==> src/rtl/cwdp_pkg.sv <==
package cwdp_pkg;

  localparam int CW_ADDR_W = 3;
  localparam int CW_FS_W   = 4;
  localparam int CW_W      = 3 * CW_ADDR_W + CW_FS_W + 3;

  typedef struct packed {
    logic [CW_ADDR_W-1:0] dst;
    logic [CW_ADDR_W-1:0] src_a;
    logic [CW_ADDR_W-1:0] src_b;
    logic                 b_const;
    logic [CW_FS_W-1:0]   fsel;
    logic                 d_ext;
    logic                 wr;
  } ctrl_word_t;

  // Function codes; the bit pattern is decoded inside the function unit.
  typedef enum logic [CW_FS_W-1:0] {
    FS_PASS_A = 4'b0000,
    FS_INC    = 4'b0001,
    FS_ADD    = 4'b0010,
    FS_ADD_C  = 4'b0011,
    FS_ADD_NB = 4'b0100,
    FS_SUB    = 4'b0101,
    FS_DEC    = 4'b0110,
    FS_XFER   = 4'b0111,
    FS_AND    = 4'b1000,
    FS_OR     = 4'b1001,
    FS_XOR    = 4'b1010,
    FS_NOT    = 4'b1011,
    FS_PASS_B = 4'b1100,
    FS_SHR    = 4'b1101,
    FS_SHL    = 4'b1110,
    FS_PASS_B2= 4'b1111
  } fs_code_e;

  typedef enum logic [1:0] {
    UNIT_ARITH = 2'b00,
    UNIT_LOGIC = 2'b10,
    UNIT_SHIFT = 2'b11
  } unit_sel_e;

endpackage

==> src/rtl/cwdp_rst_sync.sv <==
module cwdp_rst_sync #(
  parameter int STAGES = 2
) (
  input  logic clk,
  input  logic rst_n,
  output logic rst_sync_n
);

  logic [STAGES-1:0] sync_q;
  logic [STAGES-1:0] sync_d;

  always_comb begin
    sync_d = {sync_q[STAGES-2:0], 1'b1};
  end

  always_ff @(posedge clk or negedge rst_n) begin
    if (!rst_n) begin
      sync_q <= '0;
    end else begin
      sync_q <= sync_d;
    end
  end

  assign rst_sync_n = sync_q[STAGES-1];

endmodule

==> src/rtl/cwdp_regfile.sv <==
module cwdp_regfile #(
  parameter int DATA_W = 8,
  parameter int ADDR_W = 3
) (
  input  logic              clk,
  input  logic              rst_n,
  input  logic              wr_en,
  input  logic [ADDR_W-1:0] wr_addr,
  input  logic [DATA_W-1:0] wr_data,
  input  logic [ADDR_W-1:0] rd_a_addr,
  input  logic [ADDR_W-1:0] rd_b_addr,
  output logic [DATA_W-1:0] rd_a_data,
  output logic [DATA_W-1:0] rd_b_data
);

  localparam int REG_CNT = 1 << ADDR_W;

  logic [REG_CNT-1:0][DATA_W-1:0] regs_q;
  logic [REG_CNT-1:0]             load_en;

  // Destination decode: one clock enable per register.
  generate
    for (genvar g = 0; g < REG_CNT; g++) begin : g_dec
      assign load_en[g] = wr_en && (wr_addr == ADDR_W'(g));
    end
  endgenerate

  always_ff @(posedge clk or negedge rst_n) begin
    if (!rst_n) begin
      regs_q <= '0;
    end else begin
      for (int i = 0; i < REG_CNT; i++) begin
        if (load_en[i]) begin
          regs_q[i] <= wr_data;
        end
      end
    end
  end

  // Reads see the stored value only: no bypass from the write port.
  assign rd_a_data = regs_q[rd_a_addr];
  assign rd_b_data = regs_q[rd_b_addr];

  assert_reset_clear_R1: assert property (@(posedge clk)
    !rst_n |-> (regs_q == '0));

  assert_write_lands_R5: assert property (@(posedge clk) disable iff (!rst_n)
    wr_en |=> (regs_q[$past(wr_addr)] == $past(wr_data)));

  assert_no_write_hold_R5: assert property (@(posedge clk) disable iff (!rst_n)
    !wr_en |=> (regs_q == $past(regs_q)));

endmodule

==> src/rtl/cwdp_func_unit.sv <==
module cwdp_func_unit
  import cwdp_pkg::*;
#(
  parameter int DATA_W = 8
) (
  input  logic [DATA_W-1:0]  op_a,
  input  logic [DATA_W-1:0]  op_b,
  input  logic [CW_FS_W-1:0] fsel,
  output logic [DATA_W-1:0]  result,
  output logic               flag_v,
  output logic               flag_c,
  output logic               flag_n,
  output logic               flag_z
);

  localparam int MSB = DATA_W - 1;

  logic [DATA_W-1:0] y_in;
  logic [DATA_W:0]   sum;
  logic [DATA_W-1:0] logic_res;
  logic [DATA_W-1:0] shift_res;
  logic              arith_v;
  unit_sel_e         unit;

  // Adder B-input select from fsel[2:1], carry-in from fsel[0].
  always_comb begin
    case (fsel[2:1])
      2'b00:   y_in = '0;
      2'b01:   y_in = op_b;
      2'b10:   y_in = ~op_b;
      default: y_in = '1;
    endcase
    sum     = {1'b0, op_a} + {1'b0, y_in} + {{DATA_W{1'b0}}, fsel[0]};
    arith_v = (op_a[MSB] == y_in[MSB]) && (sum[MSB] != op_a[MSB]);
  end

  always_comb begin
    case (fsel[1:0])
      2'b00:   logic_res = op_a & op_b;
      2'b01:   logic_res = op_a | op_b;
      2'b10:   logic_res = op_a ^ op_b;
      default: logic_res = ~op_a;
    endcase
  end

  always_comb begin
    case (fsel[1:0])
      2'b01:   shift_res = {1'b0, op_b[MSB:1]};
      2'b10:   shift_res = {op_b[MSB-1:0], 1'b0};
      default: shift_res = op_b;
    endcase
  end

  always_comb begin
    unit = fsel[3] ? unit_sel_e'({1'b1, fsel[2]}) : UNIT_ARITH;
    case (unit)
      UNIT_LOGIC: begin
        result = logic_res;
        flag_v = 1'b0;
        flag_c = 1'b0;
      end
      UNIT_SHIFT: begin
        result = shift_res;
        flag_v = 1'b0;
        flag_c = 1'b0;
      end
      default: begin
        result = sum[MSB:0];
        flag_v = arith_v;
        flag_c = sum[DATA_W];
      end
    endcase
    flag_n = result[MSB];
    flag_z = (result == '0);
  end

endmodule

==> src/rtl/cwdp_top.sv <==
module cwdp_top
  import cwdp_pkg::*;
#(
  parameter int DATA_W = 8
) (
  input  logic              clk,
  input  logic              rst_n,
  input  logic [CW_W-1:0]   ctrl_word,
  input  logic [DATA_W-1:0] const_in,
  input  logic [DATA_W-1:0] data_in,
  output logic [DATA_W-1:0] addr_out,
  output logic [DATA_W-1:0] data_out,
  output logic              stat_v,
  output logic              stat_c,
  output logic              stat_n,
  output logic              stat_z
);

  ctrl_word_t        cw;
  logic              rst_sync_n;
  logic [DATA_W-1:0] rd_a;
  logic [DATA_W-1:0] rd_b;
  logic [DATA_W-1:0] bus_a;
  logic [DATA_W-1:0] bus_b;
  logic [DATA_W-1:0] bus_d;
  logic [DATA_W-1:0] fu_out;

  assign cw = ctrl_word_t'(ctrl_word);

  cwdp_rst_sync #(.STAGES(2)) rst_sync_i (
    .clk        (clk),
    .rst_n      (rst_n),
    .rst_sync_n (rst_sync_n)
  );

  cwdp_regfile #(.DATA_W(DATA_W), .ADDR_W(CW_ADDR_W)) regfile_i (
    .clk       (clk),
    .rst_n     (rst_sync_n),
    .wr_en     (cw.wr),
    .wr_addr   (cw.dst),
    .wr_data   (bus_d),
    .rd_a_addr (cw.src_a),
    .rd_b_addr (cw.src_b),
    .rd_a_data (rd_a),
    .rd_b_data (rd_b)
  );

  always_comb begin
    bus_a = rd_a;
    bus_b = cw.b_const ? const_in : rd_b;
  end

  cwdp_func_unit #(.DATA_W(DATA_W)) func_i (
    .op_a   (bus_a),
    .op_b   (bus_b),
    .fsel   (cw.fsel),
    .result (fu_out),
    .flag_v (stat_v),
    .flag_c (stat_c),
    .flag_n (stat_n),
    .flag_z (stat_z)
  );

  always_comb begin
    bus_d = cw.d_ext ? data_in : fu_out;
  end

  assign addr_out = bus_a;
  assign data_out = bus_b;

  // A register written last cycle and read now shows what bus D carried then.
  assert_read_after_write_R10: assert property (@(posedge clk) disable iff (!rst_sync_n)
    ($past(rst_sync_n) && $past(cw.wr) && (cw.src_a == $past(cw.dst)))
      |-> (addr_out == $past(bus_d)));

  assert_logic_flags_R9: assert property (@(posedge clk) disable iff (!rst_sync_n)
    cw.fsel[3] |-> (!stat_v && !stat_c));

  assert_zero_not_neg_R9: assert property (@(posedge clk) disable iff (!rst_sync_n)
    stat_z |-> !stat_n);

endmodule

==> config.mk <==
export PLATFORM = sky130hd
export DESIGN_NAME = cwdp_top
export DESIGN_NICKNAME = d
export VERILOG_FILES = /design/src/rtl/cwdp_pkg.sv /design/src/rtl/cwdp_rst_sync.sv /design/src/rtl/cwdp_regfile.sv /design/src/rtl/cwdp_func_unit.sv /design/src/rtl/cwdp_top.sv
export SDC_FILE = /design/constraint.sdc
export NUM_CORES = 1
export LEC_CHECK = 0
export CORE_ASPECT_RATIO = 1.25
export CORE_MARGIN = 3
export CORE_UTILIZATION = 30
export CTS_CLUSTER_SIZE = 14
export DETAILED_ROUTE_END_ITERATION = 6
export PLACE_DENSITY = 0.5
export SLEW_MARGIN = 10
export SYNTH_ARGS = -nofsm -noshare
export SYNTH_HDL_FRONTEND = slang
export SYNTH_SLANG_ARGS = --single-unit
==> constraint.sdc <==
create_clock -name clk -period 7.9 [get_ports clk]
set_input_delay 1.185 -clock clk [delete_from_list [all_inputs] [get_ports clk]]
set_output_delay 1.185 -clock clk [all_outputs]
set_load 0.1 [all_outputs]
* After elaboration in Yosys (flattened, before gate mapping) *
Index checks and enable logic that the tools add are counted.

storage, ports and cells
  output and inout port bits = 20
  input port bits = 34
  logic and storage cells = 60
  register bits after elaboration = 66

operators by class
  $lt $le $gt $ge = 2
  reductions and logical operators = 14
  muxes and demuxes = 13
  equal/unequal tests = 15
  bitwise operators = 5
  add/sub/neg operators = 2

operator list
  kind                                                                  number
  8-bit binary-select mux with 3-bit select                             2
  8-bit case mux with 3 select lines                                    2
  8-bit two-way mux                                                     4
  8-bit case mux with 2 select lines                                    2
  8-bit inverter                                                        2
  3-bit == test, second input constant                                  4
  8-bit by 8-bit adder with 9-bit output                                1
  9-bit by 1-bit adder with 9-bit output                                1
  1-bit logical AND                                                     9
  8-bit AND                                                             1
  2-bit == test, second input constant                                  4
  8-bit logical NOT                                                     1
  3-bit by 4-bit < comparator with 1-bit output, second input constant  2
  8-bit OR                                                              1
  8-bit XOR                                                             1
  3-bit by 2-bit == test with 1-bit output, second input constant       2
  2-bit by 1-bit == test with 1-bit output, second input constant       2
  2-bit logical NOT                                                     2
  3-bit by 1-bit == test with 1-bit output, second input constant       1
  3-bit logical NOT                                                     1
  1-bit two-way mux                                                     2
  2-bit two-way mux                                                     1
  2-bit OR reduction                                                    1
  1-bit == test                                                         1
  1-bit inequality test                                                 1

* Depth between registers and ports, before layout *
  word-level depth = 10
  depth in mapped cells = 17
  gate-level depth less buffers = 15

* Hierarchy *
From an unflattened synthesis, not the netlist that was laid out.

unflattened totals
  cell total of the unflattened synthesis = 414
  area, all modules = 5190.0 um^2

modules (own cells, without submodules)
  module          sequential area each (um^2)  instances  area an instance (um^2)  cells an instance
  cwdp_regfile    1601.5                       1          3539.6                   201
  cwdp_func_unit  0.0                          1          1333.8                   192
  cwdp_top        0.0                          1          262.8                    18
  cwdp_rst_sync   50.0                         1          53.8                     3

* Worst setup path before layout *
OpenSTA, ideal clock, no wires.

  path kind = in2out
  from = input ctrl_word[10]
  to = output stat_z
  slack = 238 ps
  data required time = 6715 ps
  arrival time = 6477 ps
  stages = 12
  cells stage by stage = buf_2 mux4_2 nand2b_1 nand2_1 fa_1 fa_1 a21o_1 a21o_1 a2111oi_0 a2111o_1 o2111ai_2 nor4_2

between the ends
  longest elaborated chain between the ends = 6

RTL lines
  what                                                                                          RTL line                                    text
  start: declaration                                                                            cwdp_top.sv:8                               input logic [CW_W-1:0] ctrl_word,
  8-bit binary-select mux with 3-bit select (*)                                                 cwdp_regfile.sv:41                          assign rd_a_data = regs_q[rd_a_addr];
  8-bit two-way mux (implied by the code) (*)                                                   cwdp_regfile.sv:41
  named net addr_out[0]                                                                         cwdp_top.sv:11                              output logic [DATA_W-1:0] addr_out,
  8-bit by 8-bit adder with 9-bit output (tied with other cells)                                cwdp_func_unit.sv:33                        sum = {1'b0, op_a} + {1'b0, y_in} + {{DATA_W{1'b0}}, fsel[0]};
  9-bit by 1-bit adder with 9-bit output or 8-bit case mux with 3 select lines (tied branches)  cwdp_func_unit.sv:33, cwdp_func_unit.sv:38
  8-bit case mux with 2 select lines (*)                                                        cwdp_func_unit.sv:56                        case (unit)
  8-bit logical NOT (*)                                                                         cwdp_func_unit.sv:74                        flag_z = (result == '0);
  end: declaration                                                                              cwdp_top.sv:16                              output logic stat_z

Mark *: on every way through the listed nets, which the timed path passes. The rest lies on a longest branch. The select of a mux whose other input is x is not followed.

* Worst setup path after layout *
  from = input ctrl_word[8]
  to = output stat_z

between the ends
  longest elaborated chain between the ends = 9

RTL lines
  what                                           RTL line              text
  8-bit binary-select mux with 3-bit select (*)  cwdp_regfile.sv:42    assign rd_b_data = regs_q[rd_b_addr];
  8-bit two-way mux (implied by the code) (*)    cwdp_regfile.sv:42
  8-bit two-way mux (*)                          cwdp_top.sv:50        bus_b = cw.b_const ? const_in : rd_b;
  8-bit inverter                                 cwdp_func_unit.sv:30  2'b10: y_in = ~op_b;
  8-bit case mux with 3 select lines             cwdp_func_unit.sv:27  case (fsel[2:1])
  8-bit by 8-bit adder with 9-bit output         cwdp_func_unit.sv:33
  9-bit by 1-bit adder with 9-bit output         cwdp_func_unit.sv:33
  8-bit case mux with 2 select lines (*)         cwdp_func_unit.sv:56
  8-bit logical NOT (*)                          cwdp_func_unit.sv:74

Every way passes the cells marked *; elsewhere a longest branch is shown, timed or not. The select of a mux whose other input is x is not followed.

==> flow_summary_export.csv <==
group,metric,value,unit
yosys,yosysWarnings,0,
yosys,synth_cell_types,64,
yosys,netlist_instances,543,
routing,drt-vias-per-instance,5.379,
sta,hold_slack,358.7,ps
die,core,16400,sq um
grt,track_usage,0.1754,
setup_path,end_kind,"output port",
grt,grt_overflow,0,
yosys,syn-num-nets,606,
sta,finalHoldViolCount,0,
finish,drive_gt1_frac,0.1105,
routing,routed_wl,15800,um
die,rows,52,
sta,final-setup-viol-count,0,
sta,report.final.slew_viol_count,0,
routing,drt_iter0_markers,305,
yosys,ys.flop_type,"dfrtp_1",
clock_network,post_cts_buffers,0,
finish,final_core_util,0.3665,
setup_path,r2r-start,"regfile_i.regs_q[16]",
setup_path,cpMaxStageDelayCell,"clkdlybuf4s50_1",
die,io_pins,54,
die,initial_core_util,0.3095,
setup_path,path_delay_family,"buffers and inverters",
clock_network,clk_pin_slew,60,ps
sta,fmax,142.7,MHz
clock_network,clk_latency,330,ps
yosys,ys_ff_latch,66,
clock_network,cts_buffers,9,
power,p_leak,2.666,nW
finish,n_antenna_cell,0,
sta,setup_tns,0,ps
clock_network,cts.htree.levels,3,
grt,antenna_found_initial,0,
setup_path,path_class,"primary input to output port",
routing,drc,0,
placement,hpwl,12090,um
sta,worst_slew_pin_slew,980.4,ps
routing,vias,4325,
power,p_per_area,277.8,nW/um^2
sta,finalCritPeriodShare,0.8868,
die,dieWidth,122.3,um
finish,final_net_count,646,
grt,grt_pass1_wl,24760,um
grt,grt_pass1_vias,4298,
setup_path,required,6710,ps
run_status,status,"finished clean",
placement,place.gp.congestion,0.8914,
setup_path,startpoint,"ctrl_word[8]",
clock_network,hold_buffers,0,
clock_network,cts.sinks,66,
grt,grt_max_degree,65,
finish,area_delta_synth_final,18.42,%
setup_path,worst_ep_arrival_time,5820,ps
clock_network,root_buffer,"clkbuf_16",
sta,min_period,7006,ps
routing,wl_per_cell,19.65,um
run,cap_violations,0,
setup_path,cp-start-kind,"primary input",
placement,port_buffers,53,
power,peakVddDrop,111.8,uV
clock_network,cts_tree,"done",
setup_path,critPathMaxStageDelay,660,ps
clock_network,cts_buffer_depth,2,
placement,pre_cts_ws,891.5,ps
yosys,synth_seq_area_share,0.3254,
yosys,synth-edff-count,0,
clock_network,post_cts_resized,0,
yosys,ys_async_sr_fraction,1.000,
sta,relSlewSlack,0.3444,
die,die_area,18520,sq um
die,die_y,151.4,um
worst_hold_path,hold_path_startpoint,"rst_sync_i.sync_q[0]",
setup_path,cp_num_buf_inv,3,
sta,fin_ws,894.4,ps
yosys,postSynthAreaPerCell,9.346,sq um
sta,rsz0062_at_grt,"false",
worst_hold_path,hold_class,"flop to flop",
routing,drtPass1Iterations,5,
yosys,synth_area,5075,sq um
routing,final_antenna_net_count,0,
setup_path,crit_chain,"clkdlybuf4s50_1 > buf_4 > mux4_1 > mux2_4 > mux2i_1 > nand2_1 > o21ai_0 > ha_1 > and3_1 > a221oi_1 > a2bb2oi_1 > xor2_1 > o221a_2 > nor4_2 > buf_12",
sta,finClkSkew,11.47,ps
setup_path,worstPathMaxFanout,12,
metal layers:
| metal | share of wire | track usage | wire length [um] |
|---|---|---|---|
| met2 | 0.51 | 0.3114 | 8110 |
| met3 | 0.031 | 0.01905 | 489 |
| met5 | 0 | 0 | 0 |
| met4 | 0.025 | 0.06779 | 395 |
| met1 | 0.43 | 0.2171 | 6807 |
state kept, by name (all words and copies together) (netlist names):
register,flops
regfile_i.regs_q,64
rst_sync_i.sync_q,2
logic make-up after synthesis:
group	count (synthesis)	synth area share
DFF	66	0.3254
AOI/OAI and AO/OA	163	0.2049
other	1	0.0007389
and+or+nand+nor	151	0.1378
muxes	64	0.1810
buffers and inverters	63	0.06533
xor gates and xnor gates	6	0.01036
adders and majority gates	29	0.07446
area by class of cell:
type / instances / area [sq um]
fill: 1666 / 10390
tap: 216 / 270.3
clock buffer: 11 / 232.7
clock inverter: 5 / 56.30
timing repair buffer: 60 / 585.6
multi-input combinational: 414 / 3092
sequential: 66 / 1653
inverter: 32 / 120.1
layout by cell type, fill, tap and decap left out, drive strengths merged, types with 2 or more instances in the layout:
cell type and count:
mux4 18, nand3 13, a22oi 18, nor3 2, mux2 10, or2 2, xor2 3, nand2b 7
or4 4, o2111ai 2, a21o 5, fa 2, nor4 3, and2 2, inv 32, ha 27
clkdlybuf4s50 49, o21ai 73, nand2 89, clkinv 3, o22ai 2, a31oi 6, a222oi 2, a21oi 21
a2bb2oi 2, buf 11, nor2b 10, dfrtp 66, a211o 4, xnor2 3, a221oi 5, clkbuf 11
a22o 2, nand4 2, nor2 12, a211oi 10, mux2i 36
synthesized netlist by cell type (3+ instances only):
cell type	instances	area (sq um)
dfrtp_1	66	1652
ha_1	27	337.8
or4_1	4	30.03
a21oi_1	21	105.1
a22oi_1	18	135.1
nand2b_1	7	43.79
clkbuf_8	4	55.05
clkbuf_1	17	63.81
a211oi_1	10	75.07
o21ai_1	29	145.1
nand3_1	13	65.06
a31oi_1	6	37.54
nor2_1	12	45.04
mux2i_1	34	340.3
mux4_2	16	360.4
nand2_1	89	334.1
xnor2_1	3	26.28
nor2b_1	10	62.56
buf_6	4	45.04
o21ai_0	44	220.2
inv_1	31	116.4
a221oi_1	5	43.79
mux2_2	8	90.09
a21o_1	5	37.54
xor2_1	3	26.28
buf_2	4	20.02
power by group:
part           total (W)  switching [W]  internal, W
logic           0.000778       0.000495     0.000283
registers       0.000507      0.0000760     0.000431
clock network   0.000384       0.000140     0.000244
worst paths after layout:
check                                       end  slack [ps]  cells after the start
hold / removal             rst_sync_i.sync_q[1]         360                      0
setup / recovery                         stat_z         890                     15
min in group asynchronous  regfile_i.regs_q[46]         420                      1
max in group asynchronous  rst_sync_i.sync_q[1]        6770                      1
hold reg to reg            rst_sync_i.sync_q[1]         360                      0
setup reg to reg           regfile_i.regs_q[46]        3410                     15
metrics by stage:
step	total power, W	std cells	cell area [sq um]
5_1_grt	0.001774	804	6010
4_1_cts	0.001677	804	6010
6_report	0.001669	804	6010
2_1_floorplan	0.001084	543	5075
3_5_place_dp	0.001287	788	5720
3_3_place_gp	0.001273	788	5720
(Power assumes the default switching activity.)
